`src/rtl/vcsr_pkg.sv`:
```
package vcsr_pkg;

    localparam logic [11:0] A_VSTART  = 12'h008;
    localparam logic [11:0] A_VXSAT   = 12'h009;
    localparam logic [11:0] A_VXRM    = 12'h00A;
    localparam logic [11:0] A_VL      = 12'hC20;
    localparam logic [11:0] A_VTYPE   = 12'hC21;
    localparam logic [11:0] A_VLENB   = 12'hC22;
    localparam logic [11:0] A_FCSR    = 12'h003;
    localparam logic [11:0] A_MSTATUS = 12'h300;
    localparam logic [11:0] A_SSTATUS = 12'h100;

    localparam int CTX_LO    = 23;
    localparam int CTX_HI    = 24;
    localparam int FX_SAT    = 8;
    localparam int FX_RM_LO  = 9;
    localparam int FX_RM_HI  = 10;

    typedef enum logic [1:0] {
        CTX_OFF   = 2'd0,
        CTX_INIT  = 2'd1,
        CTX_CLEAN = 2'd2,
        CTX_DIRTY = 2'd3
    } ctx_e;

    typedef enum logic [3:0] {
        K_NONE, K_VSTART, K_VXSAT, K_VXRM, K_VL, K_VTYPE,
        K_VLENB, K_FCSR, K_MSTATUS, K_SSTATUS, K_BAD
    } csr_kind_e;

    typedef struct packed {
        csr_kind_e kind;
        logic      hit;
        logic      illegal;
        logic      wr_en;
    } dec_t;

    function automatic bit is_pow2(input int v);
        return (v > 0) && ((v & (v - 1)) == 0);
    endfunction

    function automatic logic in_vec_range(input logic [11:0] a);
        return (a[11:3] == 9'h001) || (a[11:4] == 8'hC2);
    endfunction

    function automatic logic gated_by_ctx(input csr_kind_e k);
        return (k == K_VSTART) || (k == K_VL) || (k == K_VTYPE) || (k == K_VLENB);
    endfunction

    function automatic logic user_ro(input csr_kind_e k);
        return (k == K_VL) || (k == K_VTYPE) || (k == K_VLENB);
    endfunction

endpackage

```
`src/rtl/vcsr_decode.sv`:
```
module vcsr_decode
    import vcsr_pkg::*;
#(
    parameter bit HAS_FPU = 1'b0
) (
    input  logic        valid,
    input  logic        write,
    input  logic [11:0] addr,
    input  ctx_e        ctx,
    output dec_t        dec
);

    csr_kind_e kind;

    always_comb begin
        case (addr)
            A_VSTART:  kind = K_VSTART;
            A_VXSAT:   kind = K_VXSAT;
            A_VXRM:    kind = K_VXRM;
            A_VL:      kind = K_VL;
            A_VTYPE:   kind = K_VTYPE;
            A_VLENB:   kind = K_VLENB;
            A_FCSR:    kind = HAS_FPU ? K_NONE : K_FCSR;
            A_MSTATUS: kind = K_MSTATUS;
            A_SSTATUS: kind = K_SSTATUS;
            default:   kind = in_vec_range(addr) ? K_BAD : K_NONE;
        endcase
    end

    always_comb begin
        dec.kind    = kind;
        dec.hit     = valid && (kind != K_NONE);
        dec.illegal = dec.hit && ((kind == K_BAD)
                                  || (write && user_ro(kind))
                                  || ((ctx == CTX_OFF) && gated_by_ctx(kind)));
        dec.wr_en   = dec.hit && write && !dec.illegal;
    end

endmodule

```
`src/rtl/vcsr_ctx.sv`:
```
module vcsr_ctx
    import vcsr_pkg::*;
(
    input  logic       clk,
    input  logic       rst,
    input  logic       status_we,
    input  logic [1:0] status_val,
    input  logic       mark_dirty,
    output ctx_e       ctx
);

    ctx_e ctx_q;

    always_ff @(posedge clk) begin
        if (rst) begin
            ctx_q <= CTX_OFF;
        end else if (status_we) begin
            ctx_q <= ctx_e'(status_val);
        end else if (mark_dirty && (ctx_q != CTX_OFF)) begin
            ctx_q <= CTX_DIRTY;
        end
    end

    assign ctx = ctx_q;

    assert_status_write_R5: assert property (@(posedge clk) disable iff (rst)
        status_we |=> (ctx_q == ctx_e'($past(status_val))));

    assert_dirty_mark_R8: assert property (@(posedge clk) disable iff (rst)
        (mark_dirty && !status_we && (ctx_q != CTX_OFF)) |=> (ctx_q == CTX_DIRTY));

    assert_off_sticky_R8: assert property (@(posedge clk) disable iff (rst)
        ((ctx_q == CTX_OFF) && !status_we) |=> (ctx_q == CTX_OFF));

endmodule

```
`src/rtl/vcsr_fixpt.sv`:
```
module vcsr_fixpt (
    input  logic       clk,
    input  logic       rst,
    input  logic       sat_we,
    input  logic       sat_d,
    input  logic       rm_we,
    input  logic [1:0] rm_d,
    output logic       sat,
    output logic [1:0] rm
);

    always_ff @(posedge clk) begin
        if (rst) begin
            sat <= 1'b0;
            rm  <= 2'd0;
        end else begin
            if (sat_we) sat <= sat_d;
            if (rm_we)  rm  <= rm_d;
        end
    end

    assert_rm_load_R7: assert property (@(posedge clk) disable iff (rst)
        rm_we |=> (rm == $past(rm_d)));

    assert_sat_hold_R2: assert property (@(posedge clk) disable iff (rst)
        !sat_we |=> $stable(sat));

endmodule

```
`src/rtl/vcsr_vcfg.sv`:
```
module vcsr_vcfg #(
    parameter int XLEN     = 32,
    parameter int VSTART_W = 7,
    parameter int VL_W     = 8
) (
    input  logic                clk,
    input  logic                rst,
    input  logic                vstart_we,
    input  logic [VSTART_W-1:0] vstart_d,
    input  logic                upd_en,
    input  logic [VL_W-1:0]     upd_vl,
    input  logic [XLEN-1:0]     upd_vtype,
    output logic [VSTART_W-1:0] vstart,
    output logic [VL_W-1:0]     vl,
    output logic [XLEN-1:0]     vtype
);

    localparam logic [XLEN-1:0] VTYPE_RST = {1'b1, {(XLEN-1){1'b0}}};

    always_ff @(posedge clk) begin
        if (rst) begin
            vstart <= '0;
            vl     <= '0;
            vtype  <= VTYPE_RST;
        end else begin
            if (vstart_we) vstart <= vstart_d;
            if (upd_en) begin
                vl    <= upd_vl;
                vtype <= upd_vtype;
            end
        end
    end

    assert_cfg_load_R9: assert property (@(posedge clk) disable iff (rst)
        upd_en |=> ((vl == $past(upd_vl)) && (vtype == $past(upd_vtype))));

    assert_cfg_hold_R3: assert property (@(posedge clk) disable iff (rst)
        !upd_en |=> ($stable(vl) && $stable(vtype)));

endmodule

```
`src/rtl/vec_csr_unit.sv`:
```
module vec_csr_unit
    import vcsr_pkg::*;
#(
    parameter int XLEN    = 32,
    parameter int ELEN    = 32,
    parameter int VLEN    = 128,
    parameter int SLEN    = 128,
    parameter bit HAS_FPU = 1'b0
) (
    input  logic                  clk,
    input  logic                  rst,
    input  logic                  req_valid,
    input  logic                  req_write,
    input  logic [11:0]           req_addr,
    input  logic [XLEN-1:0]       req_wdata,
    output logic                  rsp_valid,
    output logic                  rsp_illegal,
    output logic [XLEN-1:0]       rsp_rdata,
    input  logic                  issue_valid,
    output logic                  issue_illegal,
    input  logic                  cfg_valid,
    input  logic [$clog2(VLEN):0] cfg_vl,
    input  logic [XLEN-1:0]       cfg_vtype,
    output logic [1:0]            ctx_status
);

    localparam int VSTART_W = $clog2(VLEN);
    localparam int VL_W     = VSTART_W + 1;
    localparam logic [XLEN-1:0] VLENB_VAL = XLEN'(VLEN / 8);

    initial begin
        assert (is_pow2(ELEN) && is_pow2(VLEN) && is_pow2(SLEN)
                && (VLEN >= SLEN) && (SLEN >= 32) && (VLEN >= ELEN)
                && (XLEN >= 32) && (VL_W <= XLEN))
            else $error("vec_csr_unit: illegal ELEN/VLEN/SLEN/XLEN combination");
    end

    ctx_e                ctx;
    dec_t                dec;
    logic                fx_sat;
    logic [1:0]          fx_rm;
    logic [VSTART_W-1:0] vstart_q;
    logic [VL_W-1:0]     vl_q;
    logic [XLEN-1:0]     vtype_q;
    logic [XLEN-1:0]     rd;
    logic                status_we, fx_dirty, upd_en, mark_dirty;
    logic                sat_we, rm_we, sat_d;
    logic [1:0]          rm_d;
    logic                unused_wdata;

    assign unused_wdata = ^req_wdata;

    vcsr_decode #(.HAS_FPU(HAS_FPU)) u_decode (
        .valid (req_valid),
        .write (req_write),
        .addr  (req_addr),
        .ctx   (ctx),
        .dec   (dec)
    );

    assign status_we  = dec.wr_en && ((dec.kind == K_MSTATUS) || (dec.kind == K_SSTATUS));
    assign fx_dirty   = dec.wr_en && ((dec.kind == K_VSTART) || (dec.kind == K_VXSAT)
                                      || (dec.kind == K_VXRM) || (dec.kind == K_FCSR));
    assign upd_en     = cfg_valid && (ctx != CTX_OFF);
    assign mark_dirty = fx_dirty || upd_en;

    vcsr_ctx u_ctx (
        .clk        (clk),
        .rst        (rst),
        .status_we  (status_we),
        .status_val (req_wdata[CTX_HI:CTX_LO]),
        .mark_dirty (mark_dirty),
        .ctx        (ctx)
    );

    always_comb begin
        sat_we = dec.wr_en && ((dec.kind == K_VXSAT) || (dec.kind == K_FCSR));
        rm_we  = dec.wr_en && ((dec.kind == K_VXRM)  || (dec.kind == K_FCSR));
        sat_d  = (dec.kind == K_FCSR) ? req_wdata[FX_SAT] : req_wdata[0];
        rm_d   = (dec.kind == K_FCSR) ? req_wdata[FX_RM_HI:FX_RM_LO] : req_wdata[1:0];
    end

    vcsr_fixpt u_fixpt (
        .clk    (clk),
        .rst    (rst),
        .sat_we (sat_we),
        .sat_d  (sat_d),
        .rm_we  (rm_we),
        .rm_d   (rm_d),
        .sat    (fx_sat),
        .rm     (fx_rm)
    );

    vcsr_vcfg #(.XLEN(XLEN), .VSTART_W(VSTART_W), .VL_W(VL_W)) u_vcfg (
        .clk       (clk),
        .rst       (rst),
        .vstart_we (dec.wr_en && (dec.kind == K_VSTART)),
        .vstart_d  (req_wdata[VSTART_W-1:0]),
        .upd_en    (upd_en),
        .upd_vl    (cfg_vl),
        .upd_vtype (cfg_vtype),
        .vstart    (vstart_q),
        .vl        (vl_q),
        .vtype     (vtype_q)
    );

    always_comb begin
        rd = '0;
        case (dec.kind)
            K_VSTART:  rd[VSTART_W-1:0] = vstart_q;
            K_VXSAT:   rd[0] = fx_sat;
            K_VXRM:    rd[1:0] = fx_rm;
            K_VL:      rd[VL_W-1:0] = vl_q;
            K_VTYPE:   rd = vtype_q;
            K_VLENB:   rd = VLENB_VAL;
            K_FCSR: begin
                rd[FX_SAT] = fx_sat;
                rd[FX_RM_HI:FX_RM_LO] = fx_rm;
            end
            K_MSTATUS, K_SSTATUS: rd[CTX_HI:CTX_LO] = ctx;
            default:   rd = '0;
        endcase
    end

    always_ff @(posedge clk) begin
        if (rst) begin
            rsp_valid   <= 1'b0;
            rsp_illegal <= 1'b0;
            rsp_rdata   <= '0;
        end else begin
            rsp_valid   <= dec.hit;
            rsp_illegal <= dec.illegal;
            rsp_rdata   <= dec.illegal ? '0 : rd;
        end
    end

    assign issue_illegal = issue_valid && (ctx == CTX_OFF);
    assign ctx_status    = ctx;

    assert_ro_write_illegal_R3: assert property (@(posedge clk) disable iff (rst)
        (req_valid && req_write && ((req_addr == A_VL) || (req_addr == A_VTYPE)
                                    || (req_addr == A_VLENB))) |=> rsp_illegal);

    assert_vlenb_value_R4: assert property (@(posedge clk) disable iff (rst)
        (req_valid && !req_write && (req_addr == A_VLENB) && (ctx_status != 2'd0))
            |=> (rsp_valid && !rsp_illegal && (rsp_rdata == VLENB_VAL)));

    assert_off_frozen_R6: assert property (@(posedge clk) disable iff (rst)
        ((ctx_status == 2'd0) && !status_we)
            |=> ($stable(vl_q) && $stable(vtype_q) && $stable(vstart_q)));

    assert_vec_range_answers_R10: assert property (@(posedge clk) disable iff (rst)
        (req_valid && in_vec_range(req_addr)) |=> rsp_valid);

    assert_quiet_when_idle_R11: assert property (@(posedge clk) disable iff (rst)
        !req_valid |=> !rsp_valid);

endmodule

```
`config.mk`:
```
export PLATFORM = sky130hd
export DESIGN_NAME = vec_csr_unit
export DESIGN_NICKNAME = d
export VERILOG_FILES = /design/src/rtl/vcsr_pkg.sv /design/src/rtl/vcsr_decode.sv /design/src/rtl/vcsr_ctx.sv /design/src/rtl/vcsr_fixpt.sv /design/src/rtl/vcsr_vcfg.sv /design/src/rtl/vec_csr_unit.sv
export SDC_FILE = /design/constraint.sdc
export NUM_CORES = 1
export LEC_CHECK = 0
export CAP_MARGIN = 15
export CORE_ASPECT_RATIO = 1.1
export CORE_MARGIN = 8
export CORE_UTILIZATION = 55
export CTS_CLUSTER_DIAMETER = 80
export CTS_CLUSTER_SIZE = 30
export DETAILED_ROUTE_END_ITERATION = 10
export DONT_BUFFER_PORTS = 1
export PLACE_DENSITY = 0.76
export SYNTH_ARGS = -nofsm -noshare
export SYNTH_HDL_FRONTEND = slang
export SYNTH_SLANG_ARGS = --single-unit
```
`constraint.sdc`:
```
create_clock -name clk -period 3 [get_ports clk]
set_input_delay 0.3 -clock clk [delete_from_list [all_inputs] [get_ports clk]]
set_output_delay 0.3 -clock clk [all_outputs]
set_load 0.05 [all_outputs]
```
After elaboration in Yosys (flattened, before gate mapping)
Index checks and enable logic that the tools add are counted.
{ "word_totals": {"ff_bits": 86, "inputBits": 90, "out_inout_bits": 37, "wordCells": 81} }
{ "classes": {"n_eq_ne": 21, "muxes": 12, "n_bitwise": 1, "n_reduce_logical": 37} }
{ "op_table": {"columns": ["cell", "n"], "rows": [
  ["equality test 12 bit, second input constant", 3],
  ["equality test 12 x 4 -> 1 bit, second input constant", 3],
  ["case mux 4 bit (9 select lines)", 1],
  ["case mux 5 bit (4 select lines)", 1],
  ["equality test 4 x 3 -> 1 bit, second input constant", 4],
  ["logical OR 1 bit", 15],
  ["logical AND 1 bit", 14],
  ["equality test 12 x 10 -> 1 bit, second input constant", 1],
  ["equality test 12 x 2 -> 1 bit, second input constant", 1],
  ["equality test 12 x 9 -> 1 bit, second input constant", 1],
  ["equality test 4 bit, second input constant", 3],
  ["equality test 9 x 1 -> 1 bit, second input constant", 1],
  ["equality test 4 x 2 -> 1 bit, second input constant", 2],
  ["equality test 8 bit, second input constant", 1],
  ["two-way mux 2 bit", 3],
  ["case mux 3 bit (2 select lines)", 1],
  ["case mux 1 bit (5 select lines)", 1],
  ["equality test 4 x 1 -> 1 bit, second input constant", 1],
  ["two-way mux 4 bit", 1],
  ["case mux 1 bit (4 select lines)", 1],
  ["case mux 2 bit (2 select lines)", 1],
  ["nonzero test 2 bit", 2],
  ["nonzero test 4 bit", 1],
  ["OR reduction 2 bit", 2],
  ["6 further kinds", 6]
]} }

Longest topological paths before layout
Gate-level depths: netlist (run 1).
{ "logic_depth": {"depth_word": 18, "ltp_mapped": 8, "depth_no_buf": 6} }

By module
A second synthesis (run 1) with hierarchy kept.
{ "hier_totals": {"cells_unflattened": 345, "area_unflattened_um2": 3568.4} }
{ "modules_own_cells": {"columns": ["mod", "n_inst", "cells_per_inst", "area_per_inst_um2", "seq_area_each_um2"], "rows": [
  ["vcsr_vcfg", 1, 152, 1695.4, 940.9],
  ["vec_csr_unit", 1, 133, 1407.6, 680.7],
  ["vcsr_decode", 1, 43, 286.5, 0.0],
  ["vcsr_fixpt", 1, 9, 101.3, 60.1],
  ["vcsr_ctx", 1, 8, 77.6, 40.0]
]} }

Worst setup path before layout (run 1)
No wires, ideal clock.
{ "synth_path": {"path_kind": "input to register", "start": "in req_addr[4]", "end": "reg rsp_rdata[20]", "setup_time_ns": 0.115, "arrival_time_ns": 2.327, "required_time_ns": 2.885, "setup_slack_ns": 0.558, "path_stages": 8, "n_path_buf": 2, "cell_sequence": "or4_4 -> buf_6 -> or4_4 -> nand4b_4 -> nand3_4 -> a32o_2 -> buf_6 -> and3_1"} }
{ "synth_via": {"elab_chain_cells": 12, "word_cells_on_any_way": 33, "classes_between": "eq/ne: 16; mux: 2; bitwise: 1; reduce/logical: 14"} }
{ "synth_rtl": {"columns": ["element", "line", "text"], "rows": [
  ["start: declaration", "vec_csr_unit.sv:14", "input logic [11:0] req_addr,"],
  ["equality test 9 x 1 -> 1 bit / equality test 8 bit (equally long branches)", "vcsr_pkg.sv:43", "return (a[11:3] == 9'h001) || (a[11:4] == 8'hC2);"],
  ["logical OR 1 bit", "vcsr_pkg.sv:43", null],
  ["two-way mux 4 bit", "vcsr_decode.sv:26", "default: kind = in_vec_range(addr) ? K_BAD : K_NONE;"],
  ["case mux 4 bit (9 select lines) *", "vcsr_decode.sv:16", "case (addr)"],
  ["equality test 4 x 3 -> 1 bit (tied with other cells)", "vcsr_pkg.sv:47, vcsr_pkg.sv:51", null],
  ["logical OR 1 bit, on equally long branches (2 in series)", "vcsr_pkg.sv:51, vcsr_pkg.sv:47", null],
  ["logical AND 1 bit / logical OR 1 bit (equally long branches)", "vcsr_decode.sv:34, vcsr_pkg.sv:47", null],
  ["logical OR 1 bit / logical AND 1 bit (equally long branches)", "vcsr_decode.sv:34, vcsr_decode.sv:35", null],
  ["logical OR 1 bit", "vcsr_decode.sv:35", "|| ((ctx == CTX_OFF) && gated_by_ctx(kind)));"],
  ["logical AND 1 bit", "vcsr_decode.sv:33", "dec.illegal = dec.hit && ((kind == K_BAD)"],
  ["OR reduction 3 bit (no source line) *", null, null],
  ["end signal: assignment", "vec_csr_unit.sv:133", "rsp_rdata <= dec.illegal ? '0 : rd;"],
  ["end: declaration", "vec_csr_unit.sv:18", "output logic [XLEN-1:0] rsp_rdata,"]
]} }
Every way passes the cells marked *; elsewhere a longest branch is shown, timed or not.
A chain may end at the register's enable or synchronous reset.

Final worst setup path (run 1)
{ "layout_path": {"start": "in req_addr[11]", "end": "reg rsp_rdata[11]"} }
The elaborated chain is that of the path after synthesis.

==> impl_metrics.py, run 1 <==
metrics = {
    "cells_and_area": {
        "drive_gt1_share_pct": 11.4,
        "fillers": 577,
        "syn_to_final_growth_pct": 9.90,
        "fin_cells": 494,
        "final_area_um2": 3890,
        "n_antenna_cell": 0,
        "final_core_util_pct": 62.8,
        "fin_nets": 499,
    },
    "sta": {
        "skew_ns": 0.0137,
        "worst_pin_slew_ns": 0.896,
        "hold_ws_ns": 0.0141,
        "final.setup.tns_ns": 0,
        "final_hold_viol_count": 0,
        "slew_violations": 0,
        "fmax_mhz": 448,
        "finalSetupViolations": 0,
        "fin_ws_ns": 0.766,
        "post-route-period-util_pct": 74.5,
        "rsz0062_at_grt": "no",
        "finalCriticalPeriod_ns": 2.23,
        "slew_headroom_pct": 39.5,
    },
    "synth": {
        "synth-seq-cells": 86,
        "ys_warn_count": 0,
        "syn-num-nets": 497,
        "synth.area.top_cells": "dfxtp_1 (49%), nand2_1 (10%), a21oi_1 (7.4%), and3_1 (3.5%), mux2i_1 (2.8%)",
        "synthCells": 407,
        "synth_area_um2": 3540,
        "yosys.cell_types.count": 52,
        "seq_area_frac_synth_pct": 48.7,
        "avgSynthCellArea_um2": 8.69,
        "synth_edf_count": 0,
        "synth_top_area_share_pct": 48.7,
        "async_reset_ff_share_pct": 0,
        "synthFlopType": "dfxtp_1",
        "yosysTopAreaCell": "dfxtp_1",
    },
    "place": {
        "gp_congestion": 0.905,
        "place_area_um2": 3610,
        "dp_slack_ns": 0.437,
        "dpl.cell_count": 472,
        "place.port_buffers": 0,
        "hpwl_um": 6560,
    },
    "floorplanning": {
        "core.rowCount": 30,
        "die_y_um": 100,
        "fp.dieW_um": 92.5,
        "die_area_um2": 9260,
        "core_area_um2": 6190,
        "initial_core_util_pct": 57.1,
        "boundaryPins": 127,
    },
    "worst_setup_path": {
        "cp_top_family": "simple AND/OR/NAND/NOR gates",
        "crit_buf_inv": 0,
        "critical_path_class": "input pin to flop",
        "path_depth": 6,
        "critPathCaptureType": "flop",
        "crit_required_ns": 3.24,
        "slowest_stage": "or4b_1",
        "path_cells": "or4b_1 > o21ai_0 > nand3_1 > a2bb2oi_4 > a32o_2 > and3_1",
        "slowest_delay_ns": 0.62,
        "worstPathArrival_ns": 2.47,
        "worst-path-max-fanout": 19,
        "reg2reg_depth": 5,
        "critPathLaunchType": "input pin",
    },
    "clock_network": {
        "h-tree-depth": 3,
        "cts_made_buffers": 9,
        "cts_tree": "done",
        "clkSinkCount": 86,
        "clockBufferDepth": 2,
        "clk_pin_slew_ns": 0.09,
        "clk_latency_ns": 0.36,
        "cts-root-buf": "clkbuf_8",
        "ctsResizeCount": 0,
    },
    "hold_path": {
        "min_path_cells": 1,
        "hold_path.class": "input pin to flop",
    },
    "global_routing": {
        "grt_pass1_wl_um": 14500,
        "grtUsageTotal_pct": 19.9,
        "met3_usage_pct": 7.54,
        "antenna_found_initial": 0,
        "grt_start_max_net_pins": 41,
        "grt_overflow_total": 0,
        "met1_usage_pct": 22.5,
        "grt_most_used_layer": "met2",
        "grt_pass1_vias": 2920,
        "met2_usage_pct": 33.4,
    },
    "outcome": {
        "run_status": "finished, final reports clean",
    },
    "detailed_routing": {
        "drt-total-wl_um": 9370,
        "drt_pre_antenna_iters": 5,
        "wl_per_cell_um": 19.0,
        "drt_iter0_markers": 185,
        "ant_nets": 0,
        "num_vias": 2924,
        "vias_per_cell": 5.92,
        "drcViolationCount": 0,
    },
    "power": {
        "leakage_nw": 1.39,
        "powerDensity_nw_per_um2": 572,
        "ir_drop_mv": 0.393,
        "p_total_mw": 2.22,
    },
    "run": {
        "cap_violations": 0,
    },
}
==> Yosys cell counts, drive strengths merged, types with 4 or more instances <==
library cell  number
a21oi             53
nor4b              4
clkbuf            18
a222oi             5
mux2i             10
a22oi              6
and3              21
inv                5
dfxtp             86
nor3              11
or4                4
nor4               6
o21ai              8
nand2             94
nand3              7
buf                6
nor2              26
==> sequential cells by signal (all words and copies together), names as in the netlist <==
| name | cells |
|---|---|
| u_fixpt.rm | 2 |
| u_ctx.ctx | 2 |
| u_vcfg.vtype | 32 |
| u_vcfg.vstart | 7 |
| u_vcfg.vl | 8 |
| u_fixpt.sat | 1 |
| rsp_illegal | 1 |
| rsp_rdata | 32 |
| rsp_valid | 1 |
==> cells by family after synthesis <==
| group | count (synthesis) | synth area share (%) |
|---|---|---|
| AOI/OAI and AO/OA | 91 | 16.6 |
| xor gates and xnor gates | 1 | 0.248 |
| buffers and inverters | 29 | 3.61 |
| DFF | 86 | 48.7 |
| muxes | 11 | 3.15 |
| and+or+nand+nor | 189 | 27.7 |
==> path summary, 6_finish.rpt <==
path | from | to | slack, ns
setup / recovery | req_addr[11] | rsp_rdata[11]$_SDFF_PP0_ | 0.77
hold / removal | rst | u_ctx.ctx[0]$_SDFFE_PP0P_ | 0.01
setup reg to reg | u_ctx.ctx[1]$_SDFFE_PP0P_ | u_vcfg.vtype[1]$_SDFFE_PP0P_ | 1.04
hold reg to reg | u_vcfg.vtype[10]$_SDFFE_PP0P_ | rsp_rdata[10]$_SDFF_PP0_ | 0.45
==> layout make-up <==
cell class / instances / area [µm²] / share of cell area [%]
multi-input combinational: 292 / 1710 / 43.9
inverter: 5 / 18.8 / 0.483
sequential: 86 / 1720 / 44.3
timing repair buffer: 15 / 128 / 3.28
tap: 80 / 100 / 2.57
clock inverter: 7 / 90.1 / 2.32
clock buffer: 9 / 124 / 3.19
==> layer usage <==
layer,vias to the layer above,routed length (µm),share of wire [%]
li1,1438,-,-
met1,1365,3790,40
met2,108,4600,49
met3,13,831,8.9
met4,0,146,1.6
met5,-,0,0
==> layout by cell type, fill, tap and decap left out, drive strengths merged, types with 9 or more instances in the layout <==
cell,netlist,layout
nand2,94,94
dfxtp,86,86
a21oi,53,53
nor2,26,26
and3,21,21
nor3,11,11
mux2i,10,10
clkbuf,18,9
buf,6,9
==> timing repair <==
item                                    CTS  global route
buffers inserted                          0             0
endpoints found under the setup margin    0             0
hold buffers                              5             1
endpoints found under the hold margin    13             9
==> report_power, final <==
group / leakage (nW) / total [mW] / switching [mW] / internal, mW
sequential: 0.696 / 1.20 / 0.0266 / 1.17
combinational: 0.596 / 0.170 / 0.114 / 0.0562
clock: 0.101 / 0.852 / 0.449 / 0.403
No activity file was read; power rests on OpenSTA's default activity.
==> run 2: changes to the inputs <==
clock period = 2.27 ns   (was 3 ns; I/O delays follow)
==> impl_metrics.py, run 2 (synthesized netlist as in run 1, its figures left out) <==
metrics = {
    "outcome": {
        "run_status": "finished, final reports clean",
    },
    "cells_and_area": {
        "final_cell_mix": "nand2_1 (94), dfxtp_1 (86), a21oi_1 (52)",
        "reg_top3": "rsp_rdata x32, u_vcfg.vtype x32, u_vcfg.vl x8",
        "drive_gt1_share_pct": 15.1,
        "fillers": 491,
        "layout_commonest_cell": "nand2_1",
        "syn_to_final_growth_pct": 25.9,
        "fin_nets": 554,
    },
    "worst_setup_path": {
        "worstPathArrival_ns": 2.40,
        "ff2ff_setup_slack_ns": 0.19,
        "worst-path-max-fanout": 42,
        "critPathCaptureType": "flop",
        "crit_required_ns": 2.59,
        "critical_path_class": "flop to flop",
        "critPathLaunchType": "flop",
    },
    "clock_network": {
        "clk_latency_ns": 0.37,
        "clk_pin_slew_ns": 0.11,
        "cts-root-buf": "clkbuf_8",
        "cts_setup_buffers": 0,
        "cts_made_buffers": 9,
        "cts_tree": "done",
        "clkSinkCount": 86,
        "h-tree-depth": 3,
        "ctsResizeCount": 0,
        "clockBufferDepth": 2,
    },
    "place": {
        "hpwl_um": 6880,
        "place.port_buffers": 0,
        "gp_congestion": 0.880,
    },
    "sta": {
        "rsz0062_at_grt": "no",
        "worst_pin_slew_ns": 0.654,
        "finalSetupViolations": 0,
        "post-route-period-util_pct": 91.6,
        "slew_headroom_pct": 55.8,
        "finalCriticalPeriod_ns": 2.08,
        "fmax_mhz": 481,
        "hold_ws_ns": 0.0116,
        "slew_violations": 0,
        "final_hold_viol_count": 0,
        "skew_ns": 0.0120,
    },
    "power": {
        "leakage_nw": 1.66,
        "powerDensity_nw_per_um2": 666,
        "ir_drop_mv": 0.505,
        "p_total_mw": 2.96,
    },
    "detailed_routing": {
        "num_vias": 3206,
        "wl_per_cell_um": 18.3,
        "drt-total-wl_um": 10000,
        "drcViolationCount": 0,
        "drt_pre_antenna_iters": 5,
        "vias_per_cell": 5.83,
        "drt_iter0_markers": 295,
        "ant_nets": 0,
    },
    "global_routing": {
        "grt_pass1_vias": 3256,
        "grt_overflow_total": 0,
        "grt_start_max_net_pins": 53,
        "antenna_found_initial": 1,
        "grt_pass1_wl_um": 16300,
        "grtUsageTotal_pct": 22.2,
    },
    "floorplanning": {
        "core.rowCount": 30,
        "fp.dieW_um": 92.5,
        "boundaryPins": 127,
        "die_area_um2": 9260,
        "initial_core_util_pct": 57.1,
        "core_area_um2": 6190,
        "die_y_um": 100,
    },
    "run": {
        "cap_violations": 0,
    },
    "hold_path": {
        "hold_path.class": "input pin to flop",
    },
}
[run 2: cell count changes in the layout (fill, tap and decap cells not counted), sizes merged]
cell,delta
dlygate4sd3,+33
buf,+22
clkinv,+4
clkinvlp,-2
bufinv,-1
diode,+1
inv,-1
[run 2: what timing repair did]
| item | 4_1_cts | 5_1_grt |
|---|---|---|
| setup endpoints to repair | 0 | 0 |
| hold buffers | 40 | 0 |
| hold endpoints to repair | 53 | 0 |
[run 2: critical path, cell delays in order, from the launching register on]
cell and delay (ns):
dfxtp_1 0.36, buf_4 0.24, nor2_1 0.14, nor2b_4 0.12
buf_4 0.38, nand2_1 0.10, a21oi_1 0.13, dlygate4sd3_1 0.55
[run 2: layer usage]
| metal | share of wire (%) | global-route usage (%) |
|---|---|---|
| met2 | 51 | 38.7 |
| met4 | 1.5 | 7.69 |
| met5 | 0 | 0 |
| met3 | 7.0 | 7.24 |
| met1 | 40 | 24.8 |
[run 2: path summary, 6_finish.rpt]
kind                                 start                       endpoint  cells past startpoint
max              u_ctx.ctx[0]$_SDFFE_PP0P_  u_vcfg.vtype[26]$_SDFFE_PP0P_                      7
min                           req_wdata[1]  u_vcfg.vstart[1]$_SDFFE_PP0P_                      2
max reg2reg      u_ctx.ctx[0]$_SDFFE_PP0P_  u_vcfg.vtype[26]$_SDFFE_PP0P_                      7
min reg2reg  u_vcfg.vtype[17]$_SDFFE_PP0P_  u_vcfg.vtype[17]$_SDFFE_PP0P_                      2
[run 2: layout make-up]
class	count	area [µm²]	share of cell area, %
inverter	5	18.8	0.421
clock inverter	7	78.8	1.77
clock buffer	9	124	2.78
tap	80	100	2.25
sequential	86	1720	38.7
timing repair buffer	70	686	15.4
multi-input combinational	292	1720	38.7
antenna	1	2.50	0.0562
[run 2: where the power goes]
group | internal [mW] | switching [mW] | leakage (nW)
combinational | 0.128 | 0.181 | 0.861
sequential | 1.55 | 0.0248 | 0.696
clock | 0.433 | 0.645 | 0.101
[run 2: per-stage QoR]
stage               instance area [µm²]  setup TNS (ns)  setup WS, ns  util (%)  std cells
floorplan                          3550          -0.147       -0.0147         -        407
global placement                   3840               0        0.0114      62.0        493
detailed placement                 3840         -0.0312       -0.0312      62.0        493
CTS                                4450               0         0.216      71.9        549
global route                       4450               0        0.0685      71.9        550
finish                             4450               0         0.191      71.9        550
